### config.mk
export PLATFORM = sky130hd
export DESIGN_NAME = link_bringup_seq
export DESIGN_NICKNAME = d
export VERILOG_FILES = /design/src/rtl/lbs_pkg.sv /design/src/rtl/lbs_next.sv /design/src/rtl/lbs_timer.sv /design/src/rtl/lbs_trn_cnt.sv /design/src/rtl/link_bringup_seq.sv
export SDC_FILE = /design/constraint.sdc
export NUM_CORES = 1
export LEC_CHECK = 0
export BUFFER_PORTS_ARGS = -buffer_cell sky130_fd_sc_hd__buf_2
export CAP_MARGIN = 10
export CORE_MARGIN = 3
export CORE_UTILIZATION = 47
export CTS_CLUSTER_SIZE = 28
export DETAILED_ROUTE_END_ITERATION = 10
export PLACE_DENSITY = 0.71
export SETUP_SLACK_MARGIN = 0.02
export SYNTH_ARGS = -nofsm -noshare
export SYNTH_HDL_FRONTEND = slang
export SYNTH_SLANG_ARGS = --single-unit
### constraint.sdc
create_clock -name clk -period 2.1 [get_ports clk]
set_clock_uncertainty 0.1 [all_clocks]
set_input_delay 0.105 -clock clk [delete_from_list [all_inputs] [get_ports clk]]
set_output_delay 0.105 -clock clk [all_outputs]
set_load 0.005 [all_outputs]
### src/rtl/lbs_pkg.sv
package lbs_pkg;
  localparam int NPH = 8;
  localparam logic [2:0] PH_RST   = 3'd0;
  localparam logic [2:0] PH_CALRX = 3'd1;
  localparam logic [2:0] PH_CALTX = 3'd2;
  localparam logic [2:0] PH_CLK   = 3'd3;
  localparam logic [2:0] PH_TRN   = 3'd4;
  localparam logic [2:0] PH_SYNRX = 3'd5;
  localparam logic [2:0] PH_SYNTX = 3'd6;
  localparam logic [2:0] PH_UP    = 3'd7;

  // mode[0] = transmit path, mode[1] = receive path
  function automatic logic ph_enabled(input logic [2:0] idx, input logic [1:0] md,
                                      input logic rerun);
    case (idx)
      PH_CALRX: ph_enabled = !rerun && md[1];
      PH_CALTX: ph_enabled = !rerun && md[0];
      PH_SYNRX: ph_enabled = md[1];
      PH_SYNTX: ph_enabled = md[0];
      default:  ph_enabled = 1'b1;
    endcase
  endfunction
endpackage

### src/rtl/lbs_next.sv
module lbs_next
  import lbs_pkg::*;
(
  input  logic [2:0] cur,
  input  logic [1:0] md,
  input  logic       rerun,
  output logic [2:0] nxt,
  output logic       last
);
  // lowest enabled index above cur; scanned downward so the lowest wins
  always_comb begin
    nxt  = cur;
    last = 1'b1;
    for (int j = NPH - 1; j >= 1; j--) begin
      if (j > int'(cur) && ph_enabled(3'(j), md, rerun)) begin
        nxt  = 3'(j);
        last = 1'b0;
      end
    end
  end
endmodule

### src/rtl/lbs_timer.sv
module lbs_timer #(
  parameter int CW = 19
) (
  input  logic          clk,
  input  logic          rst,
  input  logic          load,
  input  logic [CW-1:0] load_val,
  input  logic          dec,
  output logic          expired
);
  logic [CW-1:0] cnt;

  always_ff @(posedge clk) begin
    if (rst)                   cnt <= '0;
    else if (load)             cnt <= load_val;
    else if (dec && cnt != '0) cnt <= cnt - 1'b1;
  end

  assign expired = (cnt == '0);
endmodule

### src/rtl/lbs_trn_cnt.sv
module lbs_trn_cnt #(
  parameter int NEED = 500
) (
  input  logic clk,
  input  logic rst,
  input  logic clr,
  input  logic inc,
  output logic hit
);
  localparam int TCW = $clog2(NEED + 1);
  logic [TCW-1:0] cnt;

  always_ff @(posedge clk) begin
    if (rst || clr) cnt <= '0;
    else if (inc)   cnt <= cnt + 1'b1;
  end

  assign hit = inc && (cnt == TCW'(NEED - 1));
endmodule

### src/rtl/link_bringup_seq.sv
module link_bringup_seq
  import lbs_pkg::*;
#(
  parameter int TW         = 16,
  parameter int PW         = 6,
  parameter int TRN_SHIFT  = 3,
  parameter int TRAIN_NEED = 500
) (
  input  logic          clk,
  input  logic          rst,
  input  logic          start,
  input  logic          restart,
  input  logic [1:0]    mode,
  input  logic [PW-1:0] ports,
  input  logic [TW-1:0] tmo_ticks,
  input  logic [7:0]    phase_done,
  input  logic [7:0]    phase_fail,
  input  logic          trn_ind,
  output logic [7:0]    phase_go,
  output logic          busy,
  output logic          link_up,
  output logic          err,
  output logic          err_tmo,
  output logic          err_mode,
  output logic [2:0]    err_phase,
  output logic [PW-1:0] cal_len
);
  localparam int CW = TW + TRN_SHIFT;

  logic [2:0]    cur;
  logic [1:0]    mode_q;
  logic          rerun_q;
  logic [2:0]    nxt;
  logic          last;
  logic          cmd;
  logic          trn_hit;
  logic          done_cur, fail_cur, tmr_exp;
  logic          tmr_load;
  logic [2:0]    tgt;
  logic [CW-1:0] load_val;

  assign cmd      = (start || restart) && !busy;
  assign fail_cur = phase_fail[cur];
  assign done_cur = (cur == PH_TRN) ? trn_hit : phase_done[cur];
  assign tmr_load = cmd || (busy && !fail_cur && done_cur && !last);
  assign tgt      = cmd ? PH_RST : nxt;
  assign load_val = (tgt == PH_TRN) ? {tmo_ticks, {TRN_SHIFT{1'b0}}}
                                    : {{TRN_SHIFT{1'b0}}, tmo_ticks};

  lbs_next u_next (
    .cur(cur), .md(mode_q), .rerun(rerun_q), .nxt(nxt), .last(last)
  );

  lbs_timer #(.CW(CW)) u_tmr (
    .clk(clk), .rst(rst), .load(tmr_load), .load_val(load_val),
    .dec(busy), .expired(tmr_exp)
  );

  lbs_trn_cnt #(.NEED(TRAIN_NEED)) u_trn (
    .clk(clk), .rst(rst), .clr(tmr_load),
    .inc(busy && cur == PH_TRN && trn_ind), .hit(trn_hit)
  );

  always_ff @(posedge clk) begin
    if (rst) begin
      cur <= PH_RST; mode_q <= '0; rerun_q <= 1'b0;
      phase_go <= '0; busy <= 1'b0; link_up <= 1'b0;
      err <= 1'b0; err_tmo <= 1'b0; err_mode <= 1'b0;
      err_phase <= '0; cal_len <= '0;
    end else begin
      phase_go <= '0;
      if (cmd) begin
        link_up <= 1'b0; err <= 1'b0; err_tmo <= 1'b0;
        err_mode <= 1'b0; err_phase <= '0;
        if (mode == 2'b00) begin
          err      <= 1'b1;
          err_mode <= 1'b1;
        end else begin
          busy     <= 1'b1;
          cur      <= PH_RST;
          mode_q   <= mode;
          rerun_q  <= !start;
          phase_go <= 8'(1);
          if (start) cal_len <= ports;
        end
      end else if (busy) begin
        if (fail_cur) begin
          busy <= 1'b0; err <= 1'b1; err_phase <= cur;
        end else if (done_cur) begin
          if (last) begin
            busy <= 1'b0; link_up <= 1'b1;
          end else begin
            cur      <= nxt;
            phase_go <= 8'(1) << nxt;
          end
        end else if (tmr_exp) begin
          busy <= 1'b0; err <= 1'b1; err_tmo <= 1'b1; err_phase <= cur;
        end
      end
    end
  end
endmodule

; ---- Yosys cells after proc, flatten, opt, wreduce, memory -nomap -nowiden
; Cells that the tools add are included.
[op_classes]
bitwise_logic = 3
n_mux = 51
order_cmp = 8
shift = 1
add_sub_neg = 2
n_eq_ne = 8
reduce_logical = 38
[ops]
columns = operator, n
row1 = 19-bit two-way mux, 3
row2 = 3-bit two-way mux, 17
row3 = 8-bit two-way mux, 5
row4 = 1-bit two-way mux, 24
row5 = 19-bit zero test, 1
row6 = 19-bit nonzero test, 1
row7 = "19-bit by 1-bit subtractor with 19-bit output, second input constant", 1
row8 = 1-bit logical AND, 14
row9 = "3-bit greater-than comparator, first input constant", 4
row10 = "9-bit by 1-bit adder with 9-bit output, second input constant", 1
row11 = "9-bit == test, second input constant", 1
row12 = 3-bit AND reduction, 3
row13 = 4-bit AND reduction, 2
row14 = 2-bit nonzero test, 4
row15 = "1-bit by 3-bit left shift with 8-bit output, first input constant", 1
row16 = 1-bit binary-select mux with 3-bit select, 2
row17 = "3-bit == test, second input constant", 2
row18 = "2-bit by 3-bit greater-than comparator with 1-bit output, first input constant", 2
row19 = 1-bit zero test, 5
row20 = 5-bit AND reduction, 1
row21 = "3-bit by 4-bit less-than comparator with 1-bit output, second input constant", 1
row22 = "2-bit by 1-bit != test with 1-bit output, second input constant", 2
row23 = "2-bit != test, second input constant", 2
row24 = "1-bit by 3-bit greater-than comparator with 1-bit output, first input constant", 1
row25 = other kinds (7), 11
[word_totals]
elab_cells = 124
inputBits = 45
out_inout_bits = 22
ff_bits = 56

; ---- Logic depth before layout (Yosys ltp)
[depth]
ltp_word = 14
mapped_depth = 9
mapped_depth_nobuf = 8

; ---- Cells and area by module
; Synthesis repeated with hierarchy kept, for this count alone.
[hier_totals]
cells_unflattened = 393
hier_area_um2 = 3387.0
[modules_own_cells]
columns = mod, instances, seq_area_each_um2, area_each_um2, cells_per_inst
row1 = lbs_timer, 1, 380.4, 1451.4, 172
row2 = link_bringup_seq, 1, 560.5, 1433.9, 159
row3 = lbs_trn_cnt, 1, 180.2, 437.9, 50
row4 = lbs_next, 1, 0.0, 63.8, 12

; ---- Least setup slack after synthesis
; OpenSTA, ideal clock, no wires.
[synth_path]
kind = flip-flop to flip-flop
start = register u_tmr.cnt[0]
end = register u_tmr.cnt[13]
arrival_time_ns = 2.019
t_required_ns = 1.925
path_stages_with_launch = 9
slack_ns = -0.094
n_path_buf = 0
setup_time_ns = 0.075
cell_sequence = dfxtp_1 -> inv_1 -> ha_1 -> nor4b_2 -> nor3b_2 -> a21oi_1 -> or3b_2 -> xor2_1 -> o22ai_1
[synth_between]
elab_chain_cells = 3
elab_cells_between_ends = 6
cone_classes = 1 x add/sub / 2 x mux / 3 x reduce/logical
[synth_lines]
columns = item, line
row1 = "start, declared", lbs_timer.sv:11  ; logic [CW-1:0] cnt;
row2 = "start signal, assigned", lbs_timer.sv:15  ; else if (load) cnt <= load_val;
row3 = "start signal, assigned", lbs_timer.sv:16  ; else if (dec && cnt != '0) cnt <= cnt - 1'b1;
row4 = 19-bit by 1-bit subtractor with 19-bit output / 19-bit nonzero test (equally long branches), lbs_timer.sv:16
row5 = 19-bit two-way mux / 1-bit logical AND (equally long branches), lbs_timer.sv:16
row6 = 19-bit two-way mux / 2-bit nonzero test (equally long branches), n/a
; Several ways; a longest one is shown, not always the timed one. The select of a mux whose other input is x is not followed.
; A chain may end at the register's enable or synchronous reset.

; ---- Worst setup path in the final report
[layout_path]
start = register u_trn.cnt[4]
end = register u_tmr.cnt[8]
[layout_between]
elab_chain_cells = 7
elab_cells_between_ends = 8
cone_classes = 1 x eq/ne / 2 x mux / 5 x reduce/logical
[layout_lines]
columns = item, line
row1 = "start, declared", lbs_trn_cnt.sv:11  ; logic [TCW-1:0] cnt;
row2 = "start signal, assigned", lbs_trn_cnt.sv:15  ; else if (inc) cnt <= cnt + 1'b1;
row3 = 9-bit == test *, lbs_trn_cnt.sv:18  ; assign hit = inc && (cnt == TCW'(NEED - 1));
row4 = 1-bit logical AND *, lbs_trn_cnt.sv:18
row5 = 1-bit two-way mux *, link_bringup_seq.sv:44  ; assign done_cur = (cur == PH_TRN) ? trn_hit : phase_done[cur];
row6 = 1-bit logical AND * (2 in a row), link_bringup_seq.sv:45  ; assign tmr_load = cmd || (busy && !fail_cur && done_cur && !last);
row7 = 1-bit logical OR *, link_bringup_seq.sv:45
row8 = 19-bit two-way mux / 2-bit nonzero test (equally long branches), n/a
; Mark *: on every way between the ends. The rest lies on a longest branch, timed or not.

==> flow_metrics.env <==
export IMPL_status="finished, violations left"
export IMPL_violations="negative setup slack"
export IMPL_gr_total_overflow=0
export IMPL_r2r_cells=8
export IMPL_cts_path_max_buffers=2
export IMPL_hold_viol=0
export IMPL_hp_start="tmo_ticks[10]"
export IMPL_synth_edf_count=0
export IMPL_tns_ns=-0.242
export IMPL_hold_ws_ns=0.00715
export IMPL_grtUsageTotal=0.216
export IMPL_ir_drop_v=0.000479
export IMPL_ios=67
export IMPL_synth_ff_type="dfxtp_1"
export IMPL_synth_cell_types=56
export IMPL_die_x_um=85.8
export IMPL_placed_cells=499
export IMPL_yosys_area_share_adder=0.00837
export IMPL_synth_simple_area_share=0.240
export IMPL_cts_made_buffers=5
export IMPL_initial_core_util=0.496
export IMPL_cpLargestDelayFamily="compound AO/OA/AOI/OAI gates"
export IMPL_clkPwrFrac=0.280
export IMPL_holdPathEnd="u_tmr.cnt[13]"
export IMPL_period_share=1.04
export IMPL_io_buffer_count=65
export IMPL_p_leak_uw=0.00170
export IMPL_post_drt_wl_per_cell_um=15.2
export IMPL_post_place_ws_ns=-0.249
export IMPL_fin_cells=527
export IMPL_yosysTopAreaCell="dfxtp_1"
export IMPL_synth_top_family_by_area="simple AND/OR/NAND/NOR gates"
export IMPL_dieArea_um2=7350
export IMPL_clk_pin_slew_ns=0.10
export IMPL_post_route_util=0.693
export IMPL_final_setup_viol_count=10
export IMPL_cp_required_ns=2.22
export IMPL_hold_depth=3
export IMPL_cp_end_kind="register"
export IMPL_syn_to_final_growth_pct=39.8
export IMPL_power_frac_comb=0.254
export IMPL_p_seq_frac=0.466
export IMPL_firstDrtPassIters=4
export IMPL_worstSetupPathType="reg -> reg"
export IMPL_fin_ws_ns=-0.0742
export IMPL_drt_iter0_drc=134
export IMPL_cp_slowest_cell="o31ai_4"
export IMPL_drc_errors=0
export IMPL_yosysWarnings=0
export IMPL_synth_compound_area_share=0.161
export IMPL_yosys_area_top_type_share=0.375
export IMPL_rsz0062_at_grt="true"
export IMPL_yosys_top_cells_area="dfxtp_1, mux2i_1, nor2_1"
export IMPL_syn_nets=377
export IMPL_maxSlewHeadroom=0.707
export IMPL_grt_pass1_vias=2822
export IMPL_grt_max_degree=28
export IMPL_drv_cap=0
export IMPL_fp_row_count=28
export IMPL_diodes=0
export IMPL_ys_ff_latch=56
export IMPL_die_h_um=85.8
export IMPL_coreArea_um2=6030
export IMPL_muxShareOfSynthArea=0.105
export IMPL_grt_pass1_wl_mm=12.8
export IMPL_dp_hpwl_mm=5.73
export IMPL_final_nets=498
export IMPL_htreeDepth=2
export IMPL_reg2reg_slack_ns=-0.07
export IMPL_routabilityCongestion=0.872
export IMPL_dr_total_vias=2896
export IMPL_syn_area_um2=2990
export IMPL_p_switching_uw=733
export IMPL_path_max_fanout=7
export IMPL_critPathBufInv=2
export IMPL_r2r_end="u_tmr.cnt[8]"
export IMPL_tightestPinTransition_ns=0.435
export IMPL_crit_cells=8
export IMPL_antenna_left=0
export IMPL_antenna_found_initial=0
export IMPL_clockRootBuffer="clkbuf_8"
export IMPL_syn_inst=330
export IMPL_cpPeakStageDelay_ns=0.36
export IMPL_crit_chain="nand4_1 -> nor4b_4 -> buf_4 -> a221oi_4 -> o31ai_4 -> buf_6 -> nor2_1 -> a211oi_1"
export IMPL_drv_slew=0
export IMPL_hp_class="in -> reg"
export IMPL_reg2reg_from="u_trn.cnt[4]"
export IMPL_cts_tree="built"
export IMPL_p_int_uw=1780
export IMPL_cts_sinks=56
export IMPL_finalWirelength_mm=8.01
export IMPL_avgViaCountPerCell=5.50
export IMPL_yosysSeqAreaShare=0.375
export IMPL_cp_start_kind="register"
export IMPL_fin_crit_ns=2.17
export IMPL_synth_avg_cell_area_um2=9.06
export IMPL_drive_gt1_frac=0.409
export IMPL_swShare=0.292
export IMPL_synth_xor_area_frac=0.0674
export IMPL_cp_arrival_ns=2.29
export IMPL_async_reset_ff_frac=0
export IMPL_p_per_area_nw_per_um2=601
export IMPL_insertion_delay_ns=0.31
export IMPL_clock_fmax_mhz=460
==> cells by family (layout without fill, tap and decap cells) <==
group	after synthesis	count (layout)
compound gates	62	62
flops	56	56
xor+xnor	23	23
buf+inv	23	145
mux	30	30
simple gates	134	134
fa+ha+maj	2	2
==> cells in the mapped netlist, types with 2 or more instances <==
master     instances
o21ai_0            7
clkbuf_1           5
or3_1              2
buf_6              5
a211oi_1          14
and4_1             2
nand3_4            2
o2bb2ai_1          5
dfxtp_1           56
nor3_1             8
and3_1             6
o22ai_1            4
nor2_1            52
xor2_1            15
nand3b_1           2
nor2b_1            5
nor4_1             2
buf_2              5
nand3_1           13
nand4_1            3
mux2i_1           28
nand2_1           21
nand4b_1           3
nand2b_1           2
ha_1               2
inv_1              7
xnor2_1            8
nor4b_2            2
a21oi_1           17
==> power groups by stage <==
stage | clock, µW | combinational (µW) | sequential, µW
after floorplan | 0 | 331 | 1180
after global placement | 0 | 517 | 1190
after detailed placement | 0 | 526 | 1190
after CTS | 716 | 569 | 1170
after global routing | 755 | 696 | 1180
final | 704 | 638 | 1170
==> worst max path at each step <==
stage / from / endpoint / slack, ns
after CTS: u_trn.cnt[7] / phase_go[6] / -0.06
after global placement: cur[1] / phase_go[2] / -0.16
after floorplan: u_tmr.cnt[5] / err_phase[0] / 0.01
final: u_trn.cnt[4] / u_tmr.cnt[8] / -0.07
after global routing: u_trn.cnt[4] / u_tmr.cnt[8] / -0.19
after detailed placement: cur[1] / phase_go[2] / -0.25
==> timing repair <==
action	in CTS	in global routing
gates resized for setup	23	32
endpoints found under the setup margin	44	38
hold endpoints to repair	14	0
cloned	0	1
buffers inserted	1	5
hold buffers	14	0
pin swaps	3	13
==> worst reg2reg max path, stage by stage, from the launching register on <==
cell	delay (ns)
dfxtp_2	0.34
nand4_1	0.17
nor4b_4	0.34
buf_4	0.17
a221oi_4	0.09
o31ai_4	0.36
buf_6	0.20
nor2_1	0.07
a211oi_1	0.24
==> cell usage in the layout (no fill, tap or decap), types with 10 or more instances in the layout <==
master and n:
dlygate4sd3_1 14, mux2i_1 28, nor2_1 47, nand3_1 11, dfxtp_1 49, buf_4 47, xor2_1 15, nand2_1 20
a211oi_1 10, buf_2 65, a21oi_1 14
==> routing by layer <==
layer,track usage,routed length [µm],vias up,share of wire
met2,0.352,3780,86,0.47
met3,0.0375,435,6,0.054
met5,0,0,-,0
met1,0.294,3720,1375,0.47
li1,-,-,1429,-
met4,0.0590,68,0,0.0085
==> state kept, by name, summed over array words and instances, names as in the netlist, 2 cells and up <==
name       cells
phase_go       8
cur            3
u_trn.cnt      9
u_tmr.cnt     19
cal_len        6
err_phase      3
mode_q         2
==> area by class of cell <==
cell class / count / area (µm²)
Timing Repair Buffer: 130 / 872
Fill cell: 462 / 1850
Sequential cell: 56 / 1130
Tap cell: 75 / 93.8
Clock inverter: 3 / 42.5
Clock buffer: 5 / 68.8
Multi-Input combinational cell: 251 / 1940
Inverter: 7 / 26.3
==> stage by stage <==
| stage | power [µW] | instance area [µm²] |
|---|---|---|
| detailed placement | 1720 | 3670 |
| finish | 2510 | 4180 |
| global route | 2630 | 4180 |
| global placement | 1710 | 3670 |
| floorplan | 1520 | 3010 |
| CTS | 2450 | 4010 |
(Power assumes the default switching activity.)
